[src/rtl/gpio_ctl_pkg.sv]
package gpio_ctl_pkg;
  localparam int unsigned SEL_W = 4;

  // word index of each register (byte address >> 2)
  typedef enum logic [SEL_W-1:0] {
    SEL_MODE   = 4'h0,
    SEL_DIR    = 4'h1,
    SEL_OUT    = 4'h2,
    SEL_IN     = 4'h3,
    SEL_PEND   = 4'h4,
    SEL_CLR    = 4'h5,
    SEL_ENA    = 4'h6,
    SEL_ENASET = 4'h7,
    SEL_INV    = 4'h8,
    SEL_EDGE   = 4'h9,
    SEL_FILT   = 4'hA
  } reg_sel_e;
endpackage

[src/rtl/gpio_in_sync.sv]
module gpio_in_sync #(
  parameter int unsigned WIDTH  = 32,
  parameter int unsigned STAGES = 2
) (
  input  logic             clk,
  input  logic             rst_n,
  input  logic [WIDTH-1:0] async_in,
  output logic [WIDTH-1:0] sync_out
);
  logic [WIDTH-1:0] chain_q [STAGES];

  for (genvar s = 0; s < STAGES; s++) begin : g_stage
    if (s == 0) begin : g_first
      always_ff @(posedge clk or negedge rst_n) begin
        if (!rst_n) chain_q[s] <= '0;
        else        chain_q[s] <= async_in;
      end
    end else begin : g_rest
      always_ff @(posedge clk or negedge rst_n) begin
        if (!rst_n) chain_q[s] <= '0;
        else        chain_q[s] <= chain_q[s-1];
      end
    end
  end

  assign sync_out = chain_q[STAGES-1];
endmodule

[src/rtl/gpio_cfg_regs.sv]
module gpio_cfg_regs
  import gpio_ctl_pkg::*;
#(
  parameter int unsigned NPINS  = 32,
  parameter int unsigned ADDR_W = 6
) (
  input  logic              clk,
  input  logic              rst_n,
  input  logic              bus_wr,
  input  logic [ADDR_W-1:0] bus_addr,
  input  logic [31:0]       bus_wdata,
  output logic [NPINS-1:0]  mode_q,
  output logic [NPINS-1:0]  dir_q,
  output logic [NPINS-1:0]  out_q,
  output logic [NPINS-1:0]  ena_q,
  output logic [NPINS-1:0]  inv_q,
  output logic [NPINS-1:0]  edge_q,
  output logic [NPINS-1:0]  filt_q,
  output logic [NPINS-1:0]  clr_vec
);
  localparam int unsigned IDX_W = ADDR_W - 2;

  logic             hit;
  logic [IDX_W-1:0] idx;
  logic [NPINS-1:0] wd;

  assign hit = bus_wr && (bus_addr[1:0] == 2'b00);
  assign idx = bus_addr[ADDR_W-1:2];
  assign wd  = bus_wdata[NPINS-1:0];

  function automatic logic is_sel(input logic [IDX_W-1:0] i, input reg_sel_e s);
    return i == IDX_W'(s);
  endfunction

  // write-one pulse towards the pending logic
  assign clr_vec = (hit && is_sel(idx, SEL_CLR)) ? wd : '0;

  always_ff @(posedge clk or negedge rst_n) begin
    if (!rst_n) begin
      mode_q <= '0;
      dir_q  <= '0;
      out_q  <= '0;
      ena_q  <= '0;
      inv_q  <= '0;
      edge_q <= '0;
      filt_q <= '0;
    end else if (hit) begin
      if (is_sel(idx, SEL_MODE))   mode_q <= wd;
      if (is_sel(idx, SEL_DIR))    dir_q  <= wd;
      if (is_sel(idx, SEL_OUT))    out_q  <= wd;
      if (is_sel(idx, SEL_ENA))    ena_q  <= wd;
      if (is_sel(idx, SEL_ENASET)) ena_q  <= ena_q | wd;
      if (is_sel(idx, SEL_INV))    inv_q  <= wd;
      if (is_sel(idx, SEL_EDGE))   edge_q <= wd;
      if (is_sel(idx, SEL_FILT))   filt_q <= wd;
    end
  end
endmodule

[src/rtl/gpio_irq_core.sv]
module gpio_irq_core #(
  parameter int unsigned NPINS = 32
) (
  input  logic             clk,
  input  logic             rst_n,
  input  logic [NPINS-1:0] sync_lvl,
  input  logic [NPINS-1:0] mode_q,
  input  logic [NPINS-1:0] inv_q,
  input  logic [NPINS-1:0] edge_q,
  input  logic [NPINS-1:0] clr_vec,
  output logic [NPINS-1:0] cur_lvl,
  output logic [NPINS-1:0] rise_vec,
  output logic [NPINS-1:0] pend_q
);
  logic [NPINS-1:0] prev_q;
  logic [NPINS-1:0] trig;

  assign cur_lvl = sync_lvl ^ inv_q;

  always_ff @(posedge clk or negedge rst_n) begin
    if (!rst_n) prev_q <= '0;
    else        prev_q <= cur_lvl;
  end

  assign rise_vec = cur_lvl & ~prev_q;

  for (genvar i = 0; i < NPINS; i++) begin : g_pin
    always_comb begin
      if (!mode_q[i])     trig[i] = 1'b0;
      else if (edge_q[i]) trig[i] = rise_vec[i];
      else                trig[i] = cur_lvl[i];
    end
  end

  // a trigger in the same cycle wins over a clear
  always_ff @(posedge clk or negedge rst_n) begin
    if (!rst_n) pend_q <= '0;
    else        pend_q <= (pend_q & ~clr_vec) | trig;
  end
endmodule

[src/rtl/gpio_ctl_top.sv]
module gpio_ctl_top
  import gpio_ctl_pkg::*;
#(
  parameter int unsigned NPINS       = 32,
  parameter int unsigned ADDR_W      = 6,
  parameter int unsigned SYNC_STAGES = 2
) (
  input  logic              clk,
  input  logic              rst_n,
  input  logic              bus_wr,
  input  logic [ADDR_W-1:0] bus_addr,
  input  logic [31:0]       bus_wdata,
  output logic [31:0]       bus_rdata,
  input  logic [NPINS-1:0]  pin_in,
  output logic [NPINS-1:0]  pin_out,
  output logic [NPINS-1:0]  pin_oe,
  output logic              irq_o
);
  localparam int unsigned IDX_W = ADDR_W - 2;

  logic [NPINS-1:0] mode_q, dir_q, out_q, ena_q, inv_q, edge_q, filt_q;
  logic [NPINS-1:0] clr_vec, sync_lvl, cur_lvl, rise_vec, pend_q;

  gpio_cfg_regs #(.NPINS(NPINS), .ADDR_W(ADDR_W)) u_regs (
    .clk(clk), .rst_n(rst_n), .bus_wr(bus_wr), .bus_addr(bus_addr),
    .bus_wdata(bus_wdata), .mode_q(mode_q), .dir_q(dir_q), .out_q(out_q),
    .ena_q(ena_q), .inv_q(inv_q), .edge_q(edge_q), .filt_q(filt_q),
    .clr_vec(clr_vec)
  );

  gpio_in_sync #(.WIDTH(NPINS), .STAGES(SYNC_STAGES)) u_sync (
    .clk(clk), .rst_n(rst_n), .async_in(pin_in), .sync_out(sync_lvl)
  );

  gpio_irq_core #(.NPINS(NPINS)) u_irq (
    .clk(clk), .rst_n(rst_n), .sync_lvl(sync_lvl), .mode_q(mode_q),
    .inv_q(inv_q), .edge_q(edge_q), .clr_vec(clr_vec), .cur_lvl(cur_lvl),
    .rise_vec(rise_vec), .pend_q(pend_q)
  );

  assign pin_out = out_q;
  assign pin_oe  = dir_q & ~mode_q;
  assign irq_o   = |(pend_q & ena_q);

  function automatic logic [31:0] widen(input logic [NPINS-1:0] v);
    logic [31:0] r;
    r = '0;
    r[NPINS-1:0] = v;
    return r;
  endfunction

  logic [IDX_W-1:0] rd_idx;
  assign rd_idx = bus_addr[ADDR_W-1:2];

  always_comb begin
    bus_rdata = '0;
    if (bus_addr[1:0] == 2'b00) begin
      case (rd_idx)
        IDX_W'(SEL_MODE): bus_rdata = widen(mode_q);
        IDX_W'(SEL_DIR):  bus_rdata = widen(dir_q);
        IDX_W'(SEL_OUT):  bus_rdata = widen(out_q);
        IDX_W'(SEL_IN):   bus_rdata = widen(cur_lvl);
        IDX_W'(SEL_PEND): bus_rdata = widen(pend_q);
        IDX_W'(SEL_ENA):  bus_rdata = widen(ena_q);
        IDX_W'(SEL_INV):  bus_rdata = widen(inv_q);
        IDX_W'(SEL_EDGE): bus_rdata = widen(edge_q);
        IDX_W'(SEL_FILT): bus_rdata = widen(filt_q);
        default:          bus_rdata = '0;
      endcase
    end
  end
endmodule

[config.mk]
export PLATFORM = sky130hd
export DESIGN_NAME = gpio_ctl_top
export DESIGN_NICKNAME = d
export VERILOG_FILES = /design/src/rtl/gpio_ctl_pkg.sv /design/src/rtl/gpio_in_sync.sv /design/src/rtl/gpio_cfg_regs.sv /design/src/rtl/gpio_irq_core.sv /design/src/rtl/gpio_ctl_top.sv
export SDC_FILE = /design/constraint.sdc
export NUM_CORES = 1
export LEC_CHECK = 0
export BUFFER_PORTS_ARGS = -buffer_cell sky130_fd_sc_hd__buf_2
export CAP_MARGIN = 20
export CORE_ASPECT_RATIO = 2
export CORE_MARGIN = 2
export CORE_UTILIZATION = 53
export CTS_CLUSTER_SIZE = 40
export DETAILED_ROUTE_END_ITERATION = 10
export PLACE_DENSITY = 0.76
export SLEW_MARGIN = 20
export SYNTH_ARGS = -nofsm -noshare
export SYNTH_HDL_FRONTEND = slang
export SYNTH_SLANG_ARGS = --single-unit
export TNS_END_PERCENT = 50
[constraint.sdc]
create_clock -name clk -period 1.5 [get_ports clk]
set_input_delay 0.15 -clock clk [delete_from_list [all_inputs] [get_ports clk]]
set_output_delay 0.15 -clock clk [all_outputs]
set_load 0.03 [all_outputs]
==> flow_metrics.py <==
metrics = {
    "run_status": {
        "outcome": "finished with violations",
        "failed_checks": "negative setup slack",
    },
    "place": {
        "gp_congestion": 1.03,
        "dp_slack_ps": -560,
        "hpwl_um": 38300,
        "portBuffers": 169,
    },
    "pwr": {
        "p_leak_nw": 9.95,
        "power.density_mw_per_mm2": 1230,
        "peakVddDrop_mv": 1.24,
    },
    "logic_synthesis": {
        "yosys-mux-area-fraction_pct": 16.1,
        "async_flop_share_pct": 100,
        "synthCells": 1183,
        "synth_flop_cell": "dfrtp_1",
        "yosys_warnings": 0,
        "synth_area_per_cell_um2": 13.0,
        "synth_xor_area_share_pct": 1.82,
        "synth_top_family_by_area": "multiplexers",
        "ys_types": 57,
        "synth_area_mm2": 0.0154,
        "syn_nets": 1256,
        "synth_adder_area_share_pct": 0,
        "seq_area_frac_synth_pct": 57.3,
        "synth_edf_count": 0,
        "synth_compound_area_share_pct": 13.9,
        "yosys_register_bits": 352,
        "yosys.area_share.simple_pct": 8.29,
    },
    "sta": {
        "setup_viol": 54,
        "hold_viol": 0,
        "skew_ps": 23.3,
        "slew_headroom_pct": 69.6,
        "grt_setup_unrepaired": "true",
        "finalCriticalPeriod_ps": 2410,
        "fin_setup_tns_ps": -18830,
        "finalMaxSlewViolations": 0,
        "setup_slack_ps": -907,
        "tightest_slew_ps": 456,
        "fmax_mhz": 415,
        "fin_crit_sh_pct": 160,
    },
    "worst_setup_path": {
        "critPathMaxFanout": 3,
        "endpoint_kind": "output port",
        "worstSetupStartpoint": "u_irq.pend_q[26]",
        "start_kind": "register",
        "crit_type": "reg2out",
        "required_ps": 1350,
        "timing.rr.start": "u_sync.sync_out[15]",
        "arrival_ps": 2260,
    },
    "routing": {
        "routed-via-count": 13000,
        "wire_per_inst_um": 27.7,
        "wirelength_um": 56300,
        "dr.pass1.iters": 6,
        "drtIter0Drc": 1115,
        "ant_nets": 0,
        "viasPerCell": 6.41,
        "drc": 0,
    },
    "global_routing": {
        "grt_pass1_vias": 13800,
        "grt_start_max_net_pins": 65,
        "grt_remaining_overflow": 0,
        "antenna_found_initial": 0,
        "grt_pass1_wl_um": 84300,
        "track_usage_pct": 36.4,
    },
    "clocking": {
        "cts.sink_count": 352,
        "cts_max_level": 1,
        "clock_tree.buffer_depth": 3,
        "cts-root-buf": "clkbuf_16",
        "clkSlewWorstSetupHoldPaths_ps": 70,
        "cts_inserted_buffers": 31,
        "clock_latency_ps": 600,
        "cts_tree": "done",
    },
    "cells_and_area": {
        "mostFrequentLayoutCells": "dfrtp_1 (342), buf_4 (226), mux2_2 (181)",
        "fin_nets": 1722,
        "mostFrequentLayoutCell": "dfrtp_1",
        "num_antenna_cells": 0,
        "syn_to_final_growth_pct": 43.3,
        "drive_above_1_share_pct": 49.3,
        "utilization_pct": 76.6,
    },
    "die": {
        "die_h_um": 245,
        "core_mm2": 0.0287,
        "std_cell_rows": 88,
        "die-area_mm2": 0.0304,
        "die_width_um": 124,
        "initial_core_util_pct": 53.5,
        "ios": 170,
    },
    "hold_path": {
        "hold_start": "pin_in[7]",
        "hp-class": "in2reg",
    },
    "run": {
        "maxCapViolCount": 0,
    },
}
==> path summary, 6_finish.rpt <==
kind / endpoint / slack (ps) / depth (start not counted)
max in group asynchronous: u_regs.out_q[4] / 160 / 4
setup / recovery: bus_rdata[26] / -910 / 5
min in group asynchronous: u_sync.chain_q[42] / 540 / 3
setup reg to reg: u_irq.pend_q[15] / 290 / 4
hold / removal: u_sync.chain_q[39] / 190 / 2
hold reg to reg: u_sync.sync_out[6] / 340 / 0
==> timing repair <==
item	in CTS	in global routing
endpoints found under the hold margin	640	0
setup endpoints to repair	61	64
setup buffers	24	10
gates resized for setup	185	68
hold buffers	67	0
gates cloned	0	0
pin swaps	53	31
==> cells in the mapped netlist, types with 14 or more instances <==
cell type,n,area (µm²)
xor2_1,32,280
clkbuf_1,21,78.8
mux2_1,17,191
nor3b_1,16,120
o22a_1,16,140
a31oi_1,26,163
dfrtp_1,352,8810
mux2_2,186,2090
o21ai_0,23,115
a32o_1,32,320
nor2b_1,36,225
nand2_1,88,330
nand3b_1,17,128
a22oi_1,62,465
nor2_1,16,60.1
buf_2,45,225
a22o_1,58,508
mux2i_1,14,140
==> logic make-up after synthesis <==
kind of cell    count (synthesis)
mux                           219
xor+xnor                       32
compound gates                270
flops                         352
buf+inv                        81
simple gates                  229
==> layout make-up <==
type,count,area [µm²]
Clock inverter,15,194
Clock buffer,43,901
Sequential cell,352,8820
Inverter,4,15.0
Fill cell,1682,6720
Tap cell,360,450
Timing Repair Buffer,510,4470
Multi-Input combinational cell,750,7160
==> state kept, by name (all words and copies together) (netlist names) <==
name and flops:
u_irq.prev_q 32, u_irq.pend_q 32, u_regs.out_q 32, u_regs.dir_q 32, u_sync.chain_q 32, u_regs.inv_q 32, u_regs.mode_q 32, u_sync.sync_out 32
u_regs.edge_q 32, u_regs.ena_q 32, u_regs.filt_q 32
==> worst max-delay path: stages, from the launching register on <==
cell and delay [ps]:
dfrtp_1 420, mux4_2 490, a222oi_1 380, buf_4 190
a21oi_4 50, buf_6 140
==> through the flow <==
step | hold slack [ps] | instance area [µm²] | total power, mW | cells
after floorplan | -146 | 16100 | 14.5 | 1183
after global placement | 20.7 | 19100 | 17.3 | 1878
after detailed placement | 22.9 | 19100 | 17.4 | 1878
after CTS | 183 | 21700 | 26.7 | 2025
after global routing | 197 | 22000 | 27.8 | 2034
final | 192 | 22000 | 27.0 | 2034
==> layer usage <==
metal | part of all wire (%) | track usage, %
met5 | 0 | 0
met4 | 7.7 | 25.1
met3 | 7.1 | 6.23
met2 | 50 | 61.8
met1 | 35 | 41.9
==> power by group <==
group          leakage, nW  switching (mW)  internal (mW)  total, mW
Sequential            4.38            1.30           10.9       12.2
Combinational         5.03            2.95           3.21       6.16
Clock                0.540            3.73           4.90       8.63
No activity file was read; power rests on OpenSTA's default activity.
